File: config.mk
export PLATFORM = sky130hd
export DESIGN_NAME = adc_oversample_acc
export DESIGN_NICKNAME = d
export VERILOG_FILES = /design/src/rtl/adcacc_pkg.sv /design/src/rtl/adcacc_seq.sv /design/src/rtl/adcacc_fmt.sv /design/src/rtl/adcacc_oreg.sv /design/src/rtl/adc_oversample_acc.sv
export SDC_FILE = /design/constraint.sdc
export NUM_CORES = 1
export LEC_CHECK = 0
export ABC_AREA = 1
export BUFFER_PORTS_ARGS = -buffer_cell sky130_fd_sc_hd__buf_2
export CAP_MARGIN = 20
export CORE_MARGIN = 5
export CORE_UTILIZATION = 40
export DETAILED_ROUTE_END_ITERATION = 8
export HOLD_SLACK_MARGIN = 0.1
export PLACE_DENSITY_LB_ADDON = 0.3
export REMOVE_ABC_BUFFERS = 1
export SLEW_MARGIN = 0
export SYNTH_ARGS = -nofsm -noshare
export SYNTH_HDL_FRONTEND = slang
export SYNTH_HIERARCHICAL = 1
export SYNTH_SLANG_ARGS = --single-unit
File: constraint.sdc
create_clock -name clk -period 7.6 [get_ports clk]
set_input_delay 1.52 -clock clk [delete_from_list [all_inputs] [get_ports clk]]
set_output_delay 1.52 -clock clk [all_outputs]
set_load 0.05 [all_outputs]
File: src/rtl/adcacc_pkg.sv
package adcacc_pkg;

  // Sequence length for a repeat select value.
  // Select 0 and any value at or above n_modes give a length of 1.
  // Other values give 2^(sel+1).
  function automatic int unsigned rpt_len(input int unsigned sel,
                                          input int unsigned n_modes);
    if (sel == 0 || sel >= n_modes) return 1;
    return 32'd1 << (sel + 1);
  endfunction

endpackage

File: src/rtl/adcacc_seq.sv
module adcacc_seq
  import adcacc_pkg::*;
#(
  parameter int CODE_W  = 10,
  parameter int ACC_W   = 16,
  parameter int SEL_W   = 3,
  parameter int N_MODES = 5
) (
  input  logic              clk,
  input  logic              rst,
  input  logic              clr,
  input  logic              smp_vld,
  input  logic [CODE_W-1:0] smp_code,
  input  logic [SEL_W-1:0]  rpt_sel,
  output logic              first_o,
  output logic              last_o,
  output logic              single_o,
  output logic [ACC_W-1:0]  sum_o
);
  localparam int MAX_LEN = 1 << N_MODES;
  localparam int IDX_W   = $clog2(MAX_LEN);
  localparam int N_SEL   = 1 << SEL_W;

  logic [IDX_W-1:0] len_tab [N_SEL];
  logic [IDX_W-1:0] idx_q, lastidx_q, lastidx_d;
  logic [ACC_W-1:0] acc_q;
  logic             accept;

  // Final index for each select value, built from the length function.
  for (genvar g = 0; g < N_SEL; g++) begin : g_len
    assign len_tab[g] = IDX_W'(rpt_len(g, N_MODES) - 1);
  end

  assign accept    = smp_vld & ~clr;
  assign first_o   = (idx_q == '0);
  assign lastidx_d = first_o ? len_tab[rpt_sel] : lastidx_q;
  assign last_o    = accept & (idx_q == lastidx_d);
  assign single_o  = (lastidx_d == '0);
  assign sum_o     = first_o ? ACC_W'(smp_code) : acc_q + ACC_W'(smp_code);

  always_ff @(posedge clk) begin
    if (rst || clr) begin
      idx_q     <= '0;
      lastidx_q <= '0;
      acc_q     <= '0;
    end else if (accept) begin
      acc_q <= sum_o;
      if (first_o) lastidx_q <= lastidx_d;
      if (last_o) idx_q <= '0;
      else        idx_q <= idx_q + 1'b1;
    end
  end

endmodule

File: src/rtl/adcacc_fmt.sv
module adcacc_fmt #(
  parameter int CODE_W = 10,
  parameter int ACC_W  = 16,
  parameter int SEL_W  = 3,
  parameter int SH_W   = 2
) (
  input  logic [ACC_W-1:0] sum_i,
  input  logic             single_i,
  input  logic [SEL_W-1:0] fmt_sel,
  output logic [ACC_W-1:0] res_o
);
  localparam int LSH  = ACC_W - CODE_W;
  localparam int N_SH = 1 << SH_W;

  logic [ACC_W-1:0] shv [N_SH];

  // One candidate per averaging shift.
  for (genvar g = 0; g < N_SH; g++) begin : g_shift
    assign shv[g] = sum_i >> g;
  end

  always_comb begin
    if (single_i) res_o = fmt_sel[SEL_W-1] ? (sum_i << LSH) : sum_i;
    else          res_o = shv[fmt_sel[SH_W-1:0]];
  end

endmodule

File: src/rtl/adcacc_oreg.sv
module adcacc_oreg #(
  parameter int ACC_W = 16
) (
  input  logic             clk,
  input  logic             rst,
  input  logic             load,
  input  logic [ACC_W-1:0] res_i,
  output logic             done_o,
  output logic [ACC_W-1:0] res_q
);
  always_ff @(posedge clk) begin
    if (rst) begin
      done_o <= 1'b0;
      res_q  <= '0;
    end else begin
      done_o <= load;
      if (load) res_q <= res_i;
    end
  end
endmodule

File: src/rtl/adc_oversample_acc.sv
module adc_oversample_acc #(
  parameter int CODE_W  = 10,
  parameter int ACC_W   = 16,
  parameter int SEL_W   = 3,
  parameter int N_MODES = 5
) (
  input  logic               clk,
  input  logic               rst,
  input  logic               clr,
  input  logic               smp_vld,
  input  logic [CODE_W-1:0]  smp_code,
  input  logic [SEL_W-1:0]   rpt_sel,
  input  logic [SEL_W-1:0]   fmt_sel,
  output logic [ACC_W/2-1:0] res_hi,
  output logic [ACC_W/2-1:0] res_lo,
  output logic               done
);
  localparam int HALF = ACC_W / 2;

  logic             seq_first, seq_last, seq_single;
  logic [ACC_W-1:0] seq_sum, fmt_res, res_q;

  adcacc_seq #(
    .CODE_W(CODE_W), .ACC_W(ACC_W), .SEL_W(SEL_W), .N_MODES(N_MODES)
  ) u_seq (
    .clk(clk), .rst(rst), .clr(clr), .smp_vld(smp_vld), .smp_code(smp_code),
    .rpt_sel(rpt_sel), .first_o(seq_first), .last_o(seq_last),
    .single_o(seq_single), .sum_o(seq_sum)
  );

  adcacc_fmt #(
    .CODE_W(CODE_W), .ACC_W(ACC_W), .SEL_W(SEL_W), .SH_W(2)
  ) u_fmt (
    .sum_i(seq_sum), .single_i(seq_single), .fmt_sel(fmt_sel), .res_o(fmt_res)
  );

  adcacc_oreg #(.ACC_W(ACC_W)) u_oreg (
    .clk(clk), .rst(rst), .load(seq_last), .res_i(fmt_res),
    .done_o(done), .res_q(res_q)
  );

  assign res_hi = res_q[ACC_W-1:HALF];
  assign res_lo = res_q[HALF-1:0];

endmodule

==> flow_metrics.tcl, run 1 <==
set metrics [dict create \
    status "finished clean" \
    worst_pin_slew_ps 961 \
    ios 37 \
    grt-ovfl-total 0 \
    gp_congestion 0.891 \
    worstHoldStart "u_oreg/res_q[11]" \
    ys_top_cells_by_area "dfxtp_1, nand2_1, nand3_1" \
    reg2reg_depth 15 \
    port_buffers 36 \
    dieHeight_um 103 \
    dp.cells 706 \
    grt_antenna_before_repair 0 \
    ir_worst_vdd_uv 74.5 \
    syn_to_final_growth_pct 8.10 \
    postCtsResizedCells 0 \
    yosysSeqAreaShare_pct 25.0 \
    synth_most_common_cell "nand2_1" \
    hpwl_mm 6.83 \
    synthArstFlopShare_pct 0 \
    setup_viol_count_final 0 \
    cp-endpoint "u_oreg/res_q[10]" \
    path_class "in -> reg" \
    cp_max_fo 4 \
    timing.hold.ws_ps 471 \
    cts.clk_slew.worst_paths_ps 80 \
    synth-seq-cells 43 \
    crit_arrival_ps 3710 \
    grt_pass1_vias 3490 \
    powerDensity_mw_per_mm2 145 \
    seq_area_um2 861 \
    cts.sinks 43 \
    wl_mm 8.98 \
    detail-route-antenna-nets 0 \
    row_count 33 \
    slew_headroom_pct 35.7 \
    yosys.area.top_type "dfxtp_1" \
    nFillCells 927 \
    startpoint "smp_code[0]" \
    final_util_pct 44.9 \
    rrSetupSlack_ps 4890 \
    synth_cell_type_count 35 \
    slew_violations 0 \
    post_cts_buffers 0 \
    grt_usage_pct 17.9 \
    placed_cell_area_mm2 0.00362 \
    grt_first_pass_wirelength_mm 15.5 \
    wl_per_cell_um 12.6 \
    reg2reg_to "u_oreg/res_q[2]" \
    final_cell_area_mm2 0.00372 \
    rsz0062_at_grt "false" \
    fin_crit_sh_pct 45.5 \
    p_leak_uw 0.00201 \
    dr.pass1.iters 5 \
    viasPerCell 5.11 \
    yosysTopAreaCellShare_pct 25.0 \
    nets 642 \
    initial_core_util_pct 41.5 \
    setup_tns_ps 0 \
    ys.flop_type "dfxtp_1" \
    grt_max_degree 34 \
    synth_edf_count 0 \
    hold_viol 0 \
    cts-hold-fix-buffers 0 \
    drc_errors 0 \
    clockRootBuffer "clkbuf_8" \
    multi_input_area_mm2 0.00210 \
    vias 3656 \
    cts.path.max_buffers 2 \
    cts_tree "built" \
    synthTopCellsByCount "nand2_1, inv_1, nand3_1" \
    syn-instance-count 583 \
    worstSetupEndpointType "flip-flop" \
    max_freq_mhz 289 \
    n_antenna_cell 0 \
    drt_iter0_markers 210 \
    drive_gt1_share_pct 14.1 \
    coreArea_mm2 0.00830 \
    yosysWarnings 6 \
    die_x_um 103 \
    htree_levels 2 \
    fin_worst_skew_ps 7.33 \
    min_path_type "reg -> reg" \
    startpoint_type "primary input" \
    die_area_mm2 0.0106 \
    fin_cells 715 \
    period_minus_slack_ps 3460 \
    max-cap-violations 0 \
    synth.avg_cell_area_um2 5.91 \
    syn_area_mm2 0.00345 \
    crit_required_ps 7840 \
    cts_buffers 5 \
    clk_latency_ps 300 \
    r2r-start "u_seq/idx_q[0]" \
]
## layout make-up
| cell class | count | share of cell area, % |
|---|---|---|
| sequential | 43 | 23.1 |
| tap | 105 | 3.53 |
| multi-input combinational | 431 | 56.3 |
| clock inverter | 1 | 0.134 |
| timing repair buffer | 38 | 5.78 |
| clock buffer | 7 | 2.05 |
| inverter | 90 | 9.07 |
## where the power goes
group,internal (uW),switching [uW]
registers,234,5.65
logic,48.6,106
clock network,64.7,81.8
## worst max-delay path, cell delays in order
cell     delay [ps]
buf_2           120
ha_1            220
fa_1            410
nand3_1         100
nand2_1         120
nand2_1          90
nand2_1          90
nand2_1          90
nand2_1          80
nand2_1          70
nand3_1         130
inv_1           100
inv_1            70
nand2_1          90
nand3_1          80
nand3_1         100
inv_1            50
nand2_2          40
nand2_1          50
nor2_2           80
## metrics by stage
stage	total power [uW]	setup slack (ps)
after global placement	394	3670
after floorplan	355	3480
after global routing	575	3980
after detailed placement	397	3640
after CTS	544	3970
final	540	4140
## sequential cells by signal (all words and copies together) (netlist names)
signal / flops
u_oreg/res_q: 16
u_seq/acc_q: 16
u_seq/idx_q: 5
u_seq/lastidx_q: 5
u_oreg/done_o: 1
## cells in the final DEF (no fill, tap or decap), types with 5 or more instances in the layout
| master | count |
|---|---|
| buf_2 | 36 |
| o21ai_0 | 31 |
| ha_1 | 12 |
| nor2_2 | 12 |
| inv_2 | 9 |
| inv_1 | 80 |
| nand2_1 | 170 |
| nand2_2 | 12 |
| dfxtp_1 | 43 |
| clkbuf_8 | 5 |
| a21oi_1 | 21 |
| nor2_1 | 64 |
| nand3_1 | 77 |
## routing by layer
| metal | global-route usage [%] | vias up | routed length, um |
|---|---|---|---|
| met1 | 22.9 | 1681 | 4100 |
| met3 | 3.52 | 16 | 435 |
| li1 | - | 1873 | - |
| met4 | 6.87 | 0 | 218 |
| met2 | 29.8 | 86 | 4230 |
| met5 | 0 | - | 0 |
## logic make-up after synthesis
| family | count (synthesis) | share of synthesized area (%) |
|---|---|---|
| XOR/XNOR | 6 | 1.53 |
| AO/OA/AOI/OAI | 59 | 8.86 |
| flip-flops | 43 | 25.0 |
| AND/OR/NAND/NOR | 353 | 45.4 |
| buffers and inverters | 109 | 14.3 |
| adder cells (fa/ha/maj) | 13 | 4.94 |
## worst min-delay path by stage
stage	endpoint	slack (ps)	depth (start not counted)
final	u_oreg/res_q[11]	470	2
after global routing	u_oreg/res_q[15]	500	2
after CTS	u_oreg/res_q[14]	480	2
after detailed placement	u_oreg/res_q[7]	460	2
after global placement	u_oreg/res_q[12]	460	2
after floorplan	u_seq/lastidx_q[4]	440	2
(Power assumes the default switching activity.)
==> inputs of run 2 (changes only) <==
Clock period 7.6 ns to 3.35 ns, I/O delays scaled along.
==> run 2 against run 1 <==
Compared with the run above:
- die area is the same
- clock power grew to 3.0 times the previous value
- wire length shrank 4.7%
- global-route usage shrank 0.56 points
- sequential share of layout area shrank 0.24 points
- critical path depth shrank 5
- register-to-register slack lost 4200 ps
- largest power group unchanged
==> flow_metrics.tcl, run 2 (synthesis results as in run 1) <==
set metrics [dict create \
    worstSetupEndpointType "flip-flop" \
    htree_levels 2 \
    period_minus_slack_ps 2650 \
    crit_buf_inv 4 \
    slew_headroom_pct 70.4 \
    worst_pin_slew_ps 443 \
    grt-ovfl-total 0 \
    slew_violations 0 \
    top_regs "u_oreg/res_q (16), u_seq/acc_q (16)" \
    postCtsResizedCells 0 \
    holdPathStages 2 \
    vias 3569 \
    post_cts_buffers 0 \
    cp_top_family "simple AND/OR/NAND/NOR gates" \
    grtUsageMet2_pct 29.9 \
    wl_per_cell_um 11.9 \
    setup_viol_count_final 0 \
    setup_tns_ps 0 \
    grt_util_met1_pct 22.1 \
    drt_iter0_markers 212 \
    met3_usage_pct 2.71 \
    final_util_pct 45.3 \
    grt.busiest_layer "met2" \
    gp_congestion 0.922 \
    grt_usage_pct 17.4 \
    cts.path.max_buffers 2 \
    max-cap-violations 0 \
    cts-hold-fix-buffers 0 \
    viasPerCell 4.97 \
    clk_latency_ps 300 \
    coreArea_mm2 0.00830 \
    dr.pass1.iters 5 \
    hold_viol 0 \
    cts.clk_slew.worst_paths_ps 90 \
    grt_first_pass_wirelength_mm 14.9 \
    crit_required_ps 3590 \
    nets 645 \
    reg2reg_depth 15 \
    max_freq_mhz 377 \
    ios 37 \
    n_antenna_cell 0 \
    startpoint_type "flip-flop" \
    crit_arrival_ps 2890 \
    powerDensity_mw_per_mm2 351 \
    grt_pass1_vias 3414 \
    syn_to_final_growth_pct 9.22 \
    grt_max_degree 34 \
    initial_core_util_pct 41.5 \
    fin_worst_skew_ps 11.0 \
    slowest_delay_ps 380 \
    detail-route-antenna-nets 0 \
    row_count 33 \
    final_cell_mix "nand2_1, inv_1, nand3_1" \
    cp_max_fo 18 \
    die_x_um 103 \
    dieHeight_um 103 \
    critical_path_depth 15 \
    mostFrequentLayoutCell "nand2_1" \
    crit_top_cell "nand2_1" \
    rsz0062_at_grt "false" \
    hpwl_mm 6.48 \
    die_area_mm2 0.0106 \
    status "finished clean" \
    cts_tree "built" \
    drive_gt1_share_pct 14.8 \
    grt_antenna_before_repair 0 \
    clockRootBuffer "clkbuf_8" \
    min_path_type "reg -> reg" \
    ir_worst_vdd_uv 147 \
    p_leak_uw 0.00204 \
    cts.sinks 43 \
    fin_crit_sh_pct 79.2 \
    wl_mm 8.56 \
    port_buffers 36 \
    cpMaxStageDelayCell "nand3_2" \
    drc_errors 0 \
    path_class "reg -> reg" \
    cts_buffers 5 \
    path_cells "inv_1, ha_1, nand3_2, nand2_1, nand2_1, nor4_2, buf_4, inv_2, nor2_2, nand2_1, nand3_1, inv_1, nand2_2, nand2_1, nor2_2" \
]
## run 2: path summary, 6_finish.rpt
path               startpoint          endpoint  slack, ps
max            u_seq/idx_q[0]   u_oreg/res_q[3]        700
min          u_oreg/res_q[15]  u_oreg/res_q[15]        470
max reg2reg    u_seq/idx_q[0]   u_oreg/res_q[3]        700
min reg2reg  u_oreg/res_q[15]  u_oreg/res_q[15]        470
## run 2: metrics by stage
step | total power, uW | hold slack [ps] | std cells | area, um^2 | setup WS [ps]
final | 1320 | 473 | 718 | 3760 | 698
after global routing | 1410 | 497 | 718 | 3760 | 435
after CTS | 1340 | 478 | 718 | 3760 | 715
after detailed placement | 898 | 465 | 710 | 3650 | 539
after global placement | 893 | 453 | 710 | 3650 | 573
after floorplan | 805 | 445 | 564 | 3290 | 50.9
## run 2: per-layer routing
layer | part of all wire, % | routed length (um) | vias up
met1 | 47 | 4020 | 1590
met3 | 5.0 | 425 | 9
met4 | 1.6 | 136 | 0
li1 | - | - | 1875
met5 | 0 | 0 | -
met2 | 46 | 3980 | 95
## run 2: cell type report
| type | instances | area [um^2] |
|---|---|---|
| timing repair buffer | 41 | 218 |
| tap | 105 | 131 |
| clock buffer | 6 | 82.6 |
| fill | 915 | 4540 |
| clock inverter | 2 | 35.0 |
| sequential | 43 | 861 |
| inverter | 90 | 338 |
| multi-input combinational | 431 | 2100 |
## run 2: power by group
part	internal (uW)	switching (uW)	total [uW]
clock	242	192	434
combinational	111	234	345
sequential	530	12.3	543
## run 2: tightest hold or removal path: stages (launching register included)
cell and delay [ps]:
dfxtp_1 320, nor2_1 80, nor2_1 50
==> inputs of run 3 (changes only) <==
Clock period 3.35 ns to 2.41 ns, I/O delays scaled along.
==> run 3 against run 2 <==
Compared with the run above:
- via count is 4.1% higher
- hold slack got worse by 85 ps
- utilization rose by 3.5 points
- critical path type unchanged
- sequential power up 39%
==> flow_metrics.tcl, run 3 (synthesis results as in run 1) <==
set metrics [dict create \
    post_cts_buffers 0 \
    powerDensity_mw_per_mm2 446 \
    row_count 33 \
    rsz0062_at_grt "true" \
    fin_worst_skew_ps 12.3 \
    pwr-share-comb_pct 29.9 \
    min_path_type "in -> reg" \
    slew_headroom_pct 67.8 \
    grt_antenna_before_repair 0 \
    p_total_uw 1810 \
    max-cap-violations 0 \
    drc_errors 0 \
    cp-endpoint "u_oreg/res_q[1]" \
    wl_per_cell_um 12.1 \
    initial_core_util_pct 41.5 \
    worstSetupEndpointType "flip-flop" \
    intPower_uw 1200 \
    fin_crit_sh_pct 93.0 \
    die_x_um 103 \
    hpwl_mm 6.76 \
    cts.path.max_buffers 2 \
    drt_iter0_markers 209 \
    startpoint_type "flip-flop" \
    top_regs "u_oreg/res_q (16), u_seq/acc_q (16)" \
    clk_latency_ps 290 \
    mostFrequentLayoutCell "nand2_1" \
    cts.clk_slew.worst_paths_ps 80 \
    worst_pin_slew_ps 480 \
    htree_levels 2 \
    drive_gt1_share_pct 21.1 \
    rrSetupSlack_ps 170 \
    grt-ovfl-total 0 \
    crit_required_ps 2600 \
    timing.hold.ws_ps 388 \
    cts.sinks 43 \
    final_util_pct 48.8 \
    grt_usage_pct 17.9 \
    cts_buffers 5 \
    ir_worst_vdd_uv 281 \
    port_buffers 36 \
    slew_violations 0 \
    dieHeight_um 103 \
    viasPerCell 5.02 \
    detail-route-antenna-nets 0 \
    pre_cts_ws_ps -180 \
    p_leak_uw 0.00214 \
    period_minus_slack_ps 2240 \
    dr.pass1.iters 5 \
    wl_mm 8.94 \
    r2r-start "u_seq/idx_q[1]" \
    grt_pass1_vias 3452 \
    crit_arrival_ps 2430 \
    ios 37 \
    die_area_mm2 0.0106 \
    clockPowerShare_pct 28.4 \
    switching_share_pct 33.8 \
    timing.final.ws_setup_ps 169 \
    nets 667 \
    reg2reg_depth 17 \
    n_antenna_cell 0 \
    p_switching_uw 612 \
    clockRootBuffer "clkbuf_8" \
    reg2reg_to "u_oreg/res_q[1]" \
    syn_to_final_growth_pct 17.5 \
    path_class "reg -> reg" \
    hold_viol 0 \
    gp_congestion 0.924 \
    coreArea_mm2 0.00830 \
    setup_viol_count_final 0 \
    seq_power_share_pct 41.7 \
    placed_cell_area_mm2 0.00385 \
    cp_max_fo 16 \
    grt_max_degree 34 \
    vias 3716 \
    startpoint "u_seq/idx_q[1]" \
    final_cell_mix "nand2_1, inv_1, nand3_1" \
    cts-hold-fix-buffers 0 \
    max_freq_mhz 446 \
    final_cell_area_mm2 0.00405 \
    status "finished clean" \
    postCtsResizedCells 0 \
    cts_tree "built" \
    grt_first_pass_wirelength_mm 15.4 \
]
run 3: changes by cell type in the layout (fill, tap and decap cells not counted), moves of 2 or more:
cell	previous run	this run
ha_4	0	2
nand3_2	2	5
nand2_1	170	164
nand3_1	77	73
buf_12	0	3
dfxtp_1	43	41
inv_1	80	76
ha_1	12	9
inv_2	9	13
nand2_2	12	18
buf_4	5	23
run 3: area by class of cell:
cell class,count,area [um^2]
multi-input cells,431,2190
well taps,105,131
repair buffers,63,424
clock buffers,8,100
flip-flops and latches,43,866
inverters,90,338
fillers,875,4250
run 3: power groups by stage:
stage / Sequential, uW / Clock [uW] / Combinational (uW)
global placement: 770 / 0 / 511
floorplan: 806 / 0 / 313
CTS: 754 / 541 / 522
detailed placement: 771 / 0 / 519
finish: 754 / 513 / 540
global route: 758 / 569 / 605
run 3: critical path, stage by stage, from the launching register on:
cell,delay [ps]
dfxtp_4,360
inv_2,80
ha_4,160
nand2_2,90
nor2_8,150
nand2_1,80
nand2_1,80
nand2_1,90
nor4_4,330
buf_12,160
nor2_4,40
buf_12,140
nand3_1,80
nand3_1,80
inv_1,70
nand2_2,40
nand2_1,70
nor2_2,30
run 3: metal layers:
metal,GRT usage [%],up-vias,wire length [um]
met4,3.98,0,89
met2,31.6,94,4340
met3,2.50,8,399
met1,23.3,1689,4120
met5,0,-,0
li1,-,1925,-
run 3: metrics by stage:
stage,TNS (ps),std cells
global placement,-1420,732
global route,-11.7,740
CTS,0,740
finish,0,740
detailed placement,-1930,732
floorplan,-13990,564
run 3: worst min path at each step:
stage,start,end,slack (ps),depth (start not counted)
floorplan,u_seq/lastidx_q[4],u_seq/lastidx_q[4],440,2
global placement,u_oreg/res_q[14],u_oreg/res_q[14],450,2
detailed placement,u_oreg/res_q[12],u_oreg/res_q[12],460,2
CTS,rst,u_oreg/done_o,380,2
global route,rst,u_oreg/done_o,370,2
finish,rst,u_oreg/done_o,390,2
